===== config.mk =====
export PLATFORM = sky130hd
export DESIGN_NAME = ctlport_decoder
export DESIGN_NICKNAME = d
export VERILOG_FILES = /design/src/rtl/ctlport_pkg.sv /design/src/rtl/ctlport_word_decode.sv /design/src/rtl/ctlport_regfile.sv /design/src/rtl/ctlport_cmd_state.sv /design/src/rtl/ctlport_decoder.sv
export SDC_FILE = /design/constraint.sdc
export NUM_CORES = 1
export LEC_CHECK = 0
export BUFFER_PORTS_ARGS = -buffer_cell sky130_fd_sc_hd__buf_2
export CAP_MARGIN = 10
export CELL_PAD_IN_SITES_DETAIL_PLACEMENT = 0
export CELL_PAD_IN_SITES_GLOBAL_PLACEMENT = 2
export CORE_MARGIN = 2
export CORE_UTILIZATION = 38
export CTS_CLUSTER_DIAMETER = 30
export CTS_CLUSTER_SIZE = 12
export DETAILED_ROUTE_END_ITERATION = 10
export HOLD_SLACK_MARGIN = 0.12
export PLACE_DENSITY = 0.87
export SKIP_CTS_REPAIR_TIMING = 1
export SYNTH_ARGS = -nofsm -noshare
export SYNTH_HDL_FRONTEND = slang
export SYNTH_HIERARCHICAL = 1
export SYNTH_SLANG_ARGS = --single-unit

===== constraint.sdc =====
create_clock -name clk -period 5.61 [get_ports clk]
set_input_delay 1.122 -clock clk [delete_from_list [all_inputs] [get_ports clk]]
set_output_delay 1.122 -clock clk [all_outputs]
set_load 0.01 [all_outputs]

===== src/rtl/ctlport_pkg.sv =====
package ctlport_pkg;
  typedef enum logic [1:0] {
    WK_NONE   = 2'd0,
    WK_REG    = 2'd1,
    WK_FIRST  = 2'd2,
    WK_SECOND = 2'd3
  } word_kind_e;

  typedef struct packed {
    word_kind_e  kind;
    logic [4:0]  reg_idx;
    logic [7:0]  reg_val;
    logic [13:0] lo_addr;
    logic [1:0]  lo_cc;
    logic [1:0]  hi_addr;
    logic [3:0]  hi_cc;
  } word_dec_t;
endpackage


===== src/rtl/ctlport_word_decode.sv =====
module ctlport_word_decode
  import ctlport_pkg::*;
(
  input  logic        wr_valid,
  input  logic        dma_busy,
  input  logic        pending,
  input  logic [15:0] wr_data,
  output word_dec_t   dec,
  output logic        refused
);
  always_comb begin
    dec         = '0;
    dec.reg_idx = wr_data[12:8];
    dec.reg_val = wr_data[7:0];
    dec.lo_addr = wr_data[13:0];
    dec.lo_cc   = wr_data[15:14];
    dec.hi_addr = wr_data[1:0];
    dec.hi_cc   = wr_data[7:4];
    refused     = wr_valid && dma_busy;
    if (wr_valid && !dma_busy) begin
      if (pending)                    dec.kind = WK_SECOND;
      else if (wr_data[15:14] == 2'b10) dec.kind = WK_REG;
      else                            dec.kind = WK_FIRST;
    end else begin
      dec.kind = WK_NONE;
    end
  end
endmodule


===== src/rtl/ctlport_regfile.sv =====
module ctlport_regfile #(
  parameter int NREG  = 24,
  parameter int IDX_W = 5,
  localparam int QW   = NREG * 8
) (
  input  logic             clk,
  input  logic             rst_n,
  input  logic             we,
  input  logic [IDX_W-1:0] idx,
  input  logic [7:0]       val,
  output logic [QW-1:0]    q
);
  for (genvar i = 0; i < NREG; i++) begin : g_reg
    logic en;
    assign en = we && (idx == IDX_W'(i));
    always_ff @(posedge clk or negedge rst_n) begin
      if (!rst_n)  q[i*8 +: 8] <= '0;
      else if (en) q[i*8 +: 8] <= val;
    end
  end
endmodule


===== src/rtl/ctlport_cmd_state.sv =====
module ctlport_cmd_state
  import ctlport_pkg::*;
(
  input  logic        clk,
  input  logic        rst_n,
  input  word_dec_t   dec,
  input  logic        refused,
  input  logic        pend_clear,
  input  logic        dma_en,
  input  logic [1:0]  src_mode,
  output logic [15:0] addr,
  output logic [5:0]  cmd_code,
  output logic        pending,
  output logic        dma_start,
  output logic        dma_copy,
  output logic [5:0]  dma_cmd,
  output logic        fill_arm,
  output logic        wr_reject
);
  logic [15:0] addr_d;
  logic [5:0]  cc_d, dcmd_d;
  logic        pend_d, start_d, copy_d, fill_d, dma_req;

  always_comb begin
    addr_d  = addr;
    cc_d    = cmd_code;
    pend_d  = pending;
    dcmd_d  = dma_cmd;
    copy_d  = dma_copy;
    start_d = 1'b0;
    fill_d  = 1'b0;
    dma_req = 1'b0;
    unique case (dec.kind)
      WK_FIRST: begin
        addr_d = {addr[15:14], dec.lo_addr};
        cc_d   = {cmd_code[5:2], dec.lo_cc};
        pend_d = 1'b1;
      end
      WK_SECOND: begin
        addr_d  = {dec.hi_addr, addr[13:0]};
        cc_d    = {dec.hi_cc, cmd_code[1:0]};
        pend_d  = 1'b0;
        dma_req = cc_d[5] && dma_en;
      end
      WK_REG: ;
      default: if (pend_clear) pend_d = 1'b0;
    endcase
    if (dma_req) begin
      if (src_mode != 2'b10) begin
        start_d = 1'b1;
        dcmd_d  = cc_d;
        copy_d  = src_mode[1];
      end else begin
        fill_d = 1'b1;
      end
    end
  end

  always_ff @(posedge clk or negedge rst_n) begin
    if (!rst_n) begin
      addr      <= '0;
      cmd_code  <= '0;
      pending   <= 1'b0;
      dma_start <= 1'b0;
      dma_copy  <= 1'b0;
      dma_cmd   <= '0;
      fill_arm  <= 1'b0;
      wr_reject <= 1'b0;
    end else begin
      addr      <= addr_d;
      cmd_code  <= cc_d;
      pending   <= pend_d;
      dma_start <= start_d;
      dma_copy  <= copy_d;
      dma_cmd   <= dcmd_d;
      fill_arm  <= fill_d;
      wr_reject <= refused;
    end
  end
endmodule


===== src/rtl/ctlport_decoder.sv =====
module ctlport_decoder
  import ctlport_pkg::*;
#(
  parameter int NREG       = 24,
  parameter int MODE_REG   = 1,
  parameter int DMA_EN_BIT = 4,
  parameter int SRC_HI_REG = 23,
  localparam int QW        = NREG * 8
) (
  input  logic          clk,
  input  logic          rst_n,
  input  logic          wr_valid,
  input  logic [15:0]   wr_data,
  input  logic          dma_busy,
  input  logic          pend_clear,
  output logic [QW-1:0] reg_q,
  output logic [15:0]   addr,
  output logic [5:0]    cmd_code,
  output logic          pending,
  output logic          dma_start,
  output logic          dma_copy,
  output logic [5:0]    dma_cmd,
  output logic          fill_arm,
  output logic          wr_reject
);
  word_dec_t dec;
  logic      refused;
  logic      dma_en;
  logic [1:0] src_mode;

  ctlport_word_decode u_dec (
    .wr_valid (wr_valid),
    .dma_busy (dma_busy),
    .pending  (pending),
    .wr_data  (wr_data),
    .dec      (dec),
    .refused  (refused)
  );

  ctlport_regfile #(.NREG(NREG), .IDX_W(5)) u_regs (
    .clk   (clk),
    .rst_n (rst_n),
    .we    (dec.kind == WK_REG),
    .idx   (dec.reg_idx),
    .val   (dec.reg_val),
    .q     (reg_q)
  );

  assign dma_en   = reg_q[MODE_REG*8 + DMA_EN_BIT];
  assign src_mode = reg_q[SRC_HI_REG*8 + 6 +: 2];

  ctlport_cmd_state u_cmd (
    .clk        (clk),
    .rst_n      (rst_n),
    .dec        (dec),
    .refused    (refused),
    .pend_clear (pend_clear),
    .dma_en     (dma_en),
    .src_mode   (src_mode),
    .addr       (addr),
    .cmd_code   (cmd_code),
    .pending    (pending),
    .dma_start  (dma_start),
    .dma_copy   (dma_copy),
    .dma_cmd    (dma_cmd),
    .fill_arm   (fill_arm),
    .wr_reject  (wr_reject)
  );
endmodule


==> qor.csv, run 1 <==
stage,metric,value,unit
outcome,status,completed,
worst_hold_path,worstHoldPathType,register to register,
clock_tree,cts-root-buf,sky130_fd_sc_hd__clkbuf_16,
timing,hold-worst-slack,475.7,ps
synthesis,muxShareOfSynthArea,28.21,%
die,floorplan.die.width,156.8,microns
synthesis,post_synth_num_cell_types,31,
synthesis,syn-instance-count,560,
die,coreArea,22780,sq um
layout,share_of_layout_cells_above_drive_strength_1,66.51,%
global_route,grt_overflow_total,0,
power_and_ir_drop,clkPwrFrac,53.3,%
clock_tree,clock_tree_from_tritoncts,built,
setup_path,cp.required,6000,ps
synthesis,synth_area,8875,sq um
synthesis,post_synth_fa_ha_maj_area_fraction,0,%
placed_design,port_buffers,245,
timing,worst-slew-pin-transition,1066,ps
placed_design,gp_congestion,0.7460,
power_and_ir_drop,seq_power_share,36.7,%
detailed_routing,vias,5458,
power_and_ir_drop,p_per_area,431.8,nW/um^2
placed_design,hpwl,14800,microns
timing,min_period,2911,ps
flow_run,drv_cap,0,
synthesis,post_synthesis_cell_type_with_the_largest_combined_area,sky130_fd_sc_hd__dfrtp_1,
power_and_ir_drop,combPwrFrac,9.9,%
synthesis,yosysMostFrequentCell,sky130_fd_sc_hd__dfrtp_1,
detailed_routing,detail_route.vias_per_cell,4.788,
die,rows,55,
timing,maxSlewViolCount,0,
synthesis,post_synth_and_or_nand_nor_area_fraction,3.327,%
power_and_ir_drop,power.ir.vdd_worst,0.2387,mV
layout,syn_to_final_growth,32.00,%
synthesis,synth_commonest_cells,"sky130_fd_sc_hd__dfrtp_1 (225), sky130_fd_sc_hd__mux2_2 (208), sky130_fd_sc_hd__buf_4 (36), sky130_fd_sc_hd__clkbuf_1 (18), sky130_fd_sc_hd__nand2_1 (14)",
timing,final.period_utilization,51.88,%
timing,timing.final.setup_violations,0,
global_route,grt_pass1_wl,34970,microns
clock_tree,cts_buffer_depth,3,
detailed_routing,drt-total-wl,22940,microns
synthesis,netlist_top_cells_area,"sky130_fd_sc_hd__dfrtp_1 (63%), sky130_fd_sc_hd__mux2_2 (26%), sky130_fd_sc_hd__buf_4 (3.0%)",
synthesis,avgSynthCellArea,15.85,sq um
synthesis,synth_xor_xnor_area_share,0,%
clock_tree,cts_inserted_buffers,49,
die,die_y,156.8,microns
power_and_ir_drop,power_leakage,0.006408,uW
die,die-area,24590,sq um
setup_path,path_max_fanout,8,
global_route,largest_net_degree_at_the_start_of_global_routing,129,
worst_hold_path,timing.hold.worst_path_depth,1,
setup_path,worst-setup-path-type,input port to register,
synthesis,yosysWarningCount,6,
global_route,grt.total_usage,18.80,%
detailed_routing,routed_wire_length_per_instance,20.12,microns
global_route,initial_antenna_violation_count,0,
power_and_ir_drop,power_switching,1183,uW
layout,diodes,0,
synthesis,synth_top_cell_area_share,63.44,%
clock_tree,number_of_sinks_handled_by_clock_tree_synthesis,225,
timing,clock_tree_skew_after_final_layout,10.02,ps
synthesis,async_sr_flop_fraction,100.0,%
synthesis,synth-seq-area-share,63.44,%
synthesis,synth_compound_gate_area_share,0.6203,%
setup_path,crit_arrival,3300,ps
synthesis,synth_top_family_by_area,multiplexers,
setup_path,startpoint_kind_of_the_worst_setup_timing_path,input port,
die,design.portCount,246,
timing,fmax,343.6,MHz
die,initial_cell_density_of_the_core,38.96,%
synthesis,postSynth.topFlopCell,sky130_fd_sc_hd__dfrtp_1,
detailed_routing,drt_iter0_drc,166,
synthesis,synth_edf_count,0,
timing,rsz0062_at_grt,false,
detailed_routing,dr.pass1.iters,4,
setup_path,setup.worst_path.end_class,register,
power_and_ir_drop,intPower,3876,uW
layout,finish.net_count,817,
setup_path,timing.reg2reg.worst_path_depth,5,
timing,max-slew-margin-rel,28.95,%
global_route,via_count_of_the_first_global_routing_pass,5757,
detailed_routing,drt.antenna.violating_nets,0,
synthesis,ys_ff_latch,225,
clock_tree,path_clk_slew,40,ps
timing,hold_violations,0,
synthesis,syn_nets,581,
detailed_routing,drc,0,
clock_tree,cts_max_level,2,
timing,setup_tns,0,ps
clock_tree,worst_skew_pair.late_latency,520,ps
power_and_ir_drop,power.share.switching,23.38,%
path summary, 6_finish.rpt:
check / start / to / slack [ps]
worst max-delay path: wr_data[15] / u_regs/q[27] / 2700
worst min-delay path: u_regs/q[158] / u_regs/q[158] / 480
worst max register to register: u_cmd/pending / u_regs/q[27] / 3000
worst min register to register: u_regs/q[158] / u_regs/q[158] / 480
max in group asynchronous: rst_n / u_cmd/wr_reject / 3850
min in group asynchronous: rst_n / u_regs/q[85] / 600
cell type report:
type | instances | area [sq um]
Fill cell | 1949 | 11060
Sequential cell | 225 | 5630
Multi-Input combinational cell | 271 | 2854
Clock buffer | 66 | 1370
Timing Repair Buffer | 246 | 1256
Tap cell | 313 | 391.6
Clock inverter | 16 | 201.4
Inverter | 3 | 11.26
per-stage QoR:
stage	instance area (sq um)	worst slack (ps)	util (%)	total power, uW	instances
after floorplan	8875	2808	-	2142	560
after global placement	10140	2181	44.53	2381	1058
after detailed placement	10140	2129	44.53	2392	1058
after CTS	11720	2667	51.43	5130	1140
after global routing	11720	2521	51.43	5272	1140
final	11720	2699	51.43	5059	1140
state kept, by name, summed over array words and instances (netlist names):
signal           count
u_cmd/wr_reject      1
u_cmd/addr          16
u_cmd/dma_cmd        6
u_regs/q           192
u_cmd/dma_start      1
u_cmd/cmd_code       6
u_cmd/dma_copy       1
u_cmd/pending        1
u_cmd/fill_arm       1
cell usage in the layout (no fill, tap or decap), types with 2 or more instances in the layout:
cell type and n:
sky130_fd_sc_hd__nor2_1 2, sky130_fd_sc_hd__clkbuf_1 9, sky130_fd_sc_hd__dfrtp_1 225, sky130_fd_sc_hd__clkbuf_8 8
sky130_fd_sc_hd__inv_1 3, sky130_fd_sc_hd__clkinv_2 4, sky130_fd_sc_hd__nand2b_1 5, sky130_fd_sc_hd__clkbuf_16 49
sky130_fd_sc_hd__and4bb_2 2, sky130_fd_sc_hd__mux2_2 208, sky130_fd_sc_hd__nor2_2 6, sky130_fd_sc_hd__nor2b_1 6
sky130_fd_sc_hd__buf_2 244, sky130_fd_sc_hd__bufinv_16 4, sky130_fd_sc_hd__clkinvlp_4 7, sky130_fd_sc_hd__nand2_1 14
sky130_fd_sc_hd__mux2_4 10, sky130_fd_sc_hd__a21oi_1 2
logic make-up after synthesis:
kind of cell | Yosys count
mux | 219
buf+inv | 64
compound gates | 6
simple gates | 46
flops | 225
power groups by stage:
stage               clock network [uW]  registers, uW  logic [uW]
floorplan                            0           1950         189
global placement                     0           1880         504
detailed placement                   0           1880         512
CTS                               2760           1860         514
global route                      2850           1880         546
finish                            2700           1860         503
worst max-delay path: stages:
cell and delay [ps]:
sky130_fd_sc_hd__buf_2 90, sky130_fd_sc_hd__inv_1 30, sky130_fd_sc_hd__o311a_1 420, sky130_fd_sc_hd__nor2b_4 210, sky130_fd_sc_hd__nor4b_2 380, sky130_fd_sc_hd__nor2b_1 630, sky130_fd_sc_hd__mux2_2 410
per-layer routing:
| metal | wire length [microns] | part of all wire, % | GRT usage [%] |
|---|---|---|---|
| met1 | 9773 | 43 | 24.33 |
| met2 | 11150 | 49 | 30.79 |
| met3 | 1570 | 6.8 | 5.179 |
| met4 | 444 | 1.9 | 5.810 |
| met5 | 0 | 0 | 0 |
No activity file was read; power rests on OpenSTA's default activity.
==> run 2, diff against run 1 <==
- CORE_UTILIZATION: 38 -> 36
- PLACE_DENSITY: 0.87 -> 0.83
- clock period: 5.61 -> 2.7 ns (I/O delays scaled with it)
==> qor.csv, run 2 (same netlist as run 1, synthesis figures left out) <==
stage,metric,value,unit
outcome,status,completed,
timing,worst-slew-pin-transition,751.9,ps
detailed_routing,dr.pass1.iters,4,
layout,share_of_layout_cells_above_drive_strength_1,67.64,%
clock_tree,clock_tree_from_tritoncts,built,
clock_tree,cts_inserted_buffers,50,
power_and_ir_drop,p_per_area,899.2,nW/um^2
layout,finish.net_count,838,
placed_design,gp_congestion,0.7387,
timing,hold-worst-slack,238.7,ps
placed_design,port_buffers,245,
global_route,via_count_of_the_first_global_routing_pass,6010,
flow_run,drv_cap,0,
die,floorplan.die.width,161.0,microns
detailed_routing,detail_route.vias_per_cell,4.713,
global_route,grt.total_usage,18.33,%
detailed_routing,routed_wire_length_per_instance,19.95,microns
power_and_ir_drop,power.ir.vdd_worst,0.5781,mV
setup_path,crit_arrival,2670,ps
setup_path,cp_cell_sequence,o311a_1 -> nor2b_4 -> nor4b_2 -> buf_4 -> nand2_1 -> mux2_2,
clock_tree,cts-root-buf,sky130_fd_sc_hd__clkbuf_16,
timing,hold_violations,0,
setup_path,setup.worst_path.end_class,register,
detailed_routing,drt_iter0_drc,308,
timing,clock_tree_skew_after_final_layout,12.54,ps
global_route,grt_pass1_wl,36530,microns
setup_path,startpoint_kind_of_the_worst_setup_timing_path,register,
clock_tree,path_clk_slew,50,ps
global_route,grt_overflow_total,0,
clock_tree,cts_buffer_depth,3,
layout,syn_to_final_growth,35.37,%
clock_tree,worst_skew_pair.late_latency,520,ps
timing,max-slew-margin-rel,49.87,%
placed_design,placement_cell_area,10310,sq um
power_and_ir_drop,power_leakage,0.006578,uW
die,coreArea,24250,sq um
worst_hold_path,worstHoldPathType,input port to register,
placed_design,hpwl,15290,microns
die,rows,57,
global_route,largest_net_degree_at_the_start_of_global_routing,80,
timing,final.period_utilization,84.16,%
timing,maxSlewViolCount,0,
layout,layout_cell_area_excl_fill,12010,sq um
layout,layout.cells.most_common,sky130_fd_sc_hd__buf_2,
detailed_routing,drt-total-wl,23560,microns
die,die-area,25920,sq um
global_route,initial_antenna_violation_count,1,
timing,rsz0062_at_grt,false,
setup_path,critical_path.slowest_cell,sky130_fd_sc_hd__o311a_1,
timing,fmax,440.1,MHz
layout,most-common-layout-cells,"sky130_fd_sc_hd__buf_2 (244), sky130_fd_sc_hd__dfrtp_1 (225), sky130_fd_sc_hd__mux2_2 (208)",
die,design.portCount,246,
setup_path,critical-path-max-stage-delay,420,ps
detailed_routing,vias,5566,
setup_path,worst-setup-path-type,register to register,
die,die_y,161.0,microns
timing,min_period,2272,ps
timing,setup_tns,0,ps
detailed_routing,drt.antenna.violating_nets,0,
die,initial_cell_density_of_the_core,36.60,%
setup_path,path_max_fanout,8,
layout,largest_registers,"u_regs/q (192), u_cmd/addr (16)",
layout,registers.top_by_ff_count,u_regs/q,
timing,timing.final.setup_violations,0,
clock_tree,cts_max_level,2,
setup_path,cp.required,3100,ps
clock_tree,number_of_sinks_handled_by_clock_tree_synthesis,225,
layout,flip_flop_count_of_the_largest_register_after_layout,192,
detailed_routing,drc,0,
==> run 2: cell count changes in the layout (fill, tap and decap cells not counted), sizes merged <==
| cell | before | now |
|---|---|---|
| buf | 246 | 265 |
| clkbuf | 66 | 68 |
| clkinv | 5 | 12 |
| diode | 0 | 1 |
| dlygate4sd3 | 0 | 1 |
==> run 2: cell type report <==
| cell class | instances | area (sq um) |
|---|---|---|
| fill | 2158 | 12230 |
| multi-input combinational | 271 | 2854 |
| sequential | 225 | 5630 |
| tap | 324 | 405.4 |
| inverter | 3 | 11.26 |
| timing repair buffer | 266 | 1421 |
| clock buffer | 68 | 1430 |
| clock inverter | 23 | 259.0 |
| antenna | 1 | 2.502 |
==> run 2: metrics by stage <==
stage / utilization [%] / instances / worst slack (ps) / total power [uW]
2_1_floorplan: - / 560 / 480.0 / 4450
3_3_place_gp: 42.53 / 1088 / 229.2 / 4965
3_5_place_dp: 42.53 / 1088 / 180.3 / 4988
4_1_cts: 49.49 / 1179 / 379.8 / 10950
5_1_grt: 49.55 / 1181 / 295.0 / 11260
6_report: 49.55 / 1181 / 427.6 / 10800
==> run 2: final timing paths <==
kind	startpoint	slack [ps]	endpoint	cells after the start
setup / recovery	u_cmd/pending	430	u_regs/q[22]	6
hold reg to reg	u_cmd/dma_cmd[5]	480	u_cmd/dma_cmd[5]	1
setup reg to reg	u_cmd/pending	430	u_regs/q[22]	6
min in group asynchronous	rst_n	620	u_regs/q[82]	2
max in group asynchronous	rst_n	1310	u_cmd/addr[14]	3
hold / removal	dma_busy	240	u_cmd/wr_reject	2
==> run 2: critical path: cells and delay by family, from the launching register on <==
family	cells	cell delay (ps)
AO/OA/AOI/OAI	1	420
AND/OR/NAND/NOR	3	740
buffers and inverters	1	180
multiplexers	1	390
flip-flops	1	410
==> run 2: metal layers <==
layer  track usage (%)  wire length (microns)
met2             29.57                  11290
met5                 0                      0
met3             4.083                   1368
met4             6.575                    485
met1             24.48                  10420
==> run 2: report_power, final <==
part           switching, uW  internal [uW]  total, uW
combinational            569            491       1060
clock                   1820           4060       5880
sequential               160           3700       3860
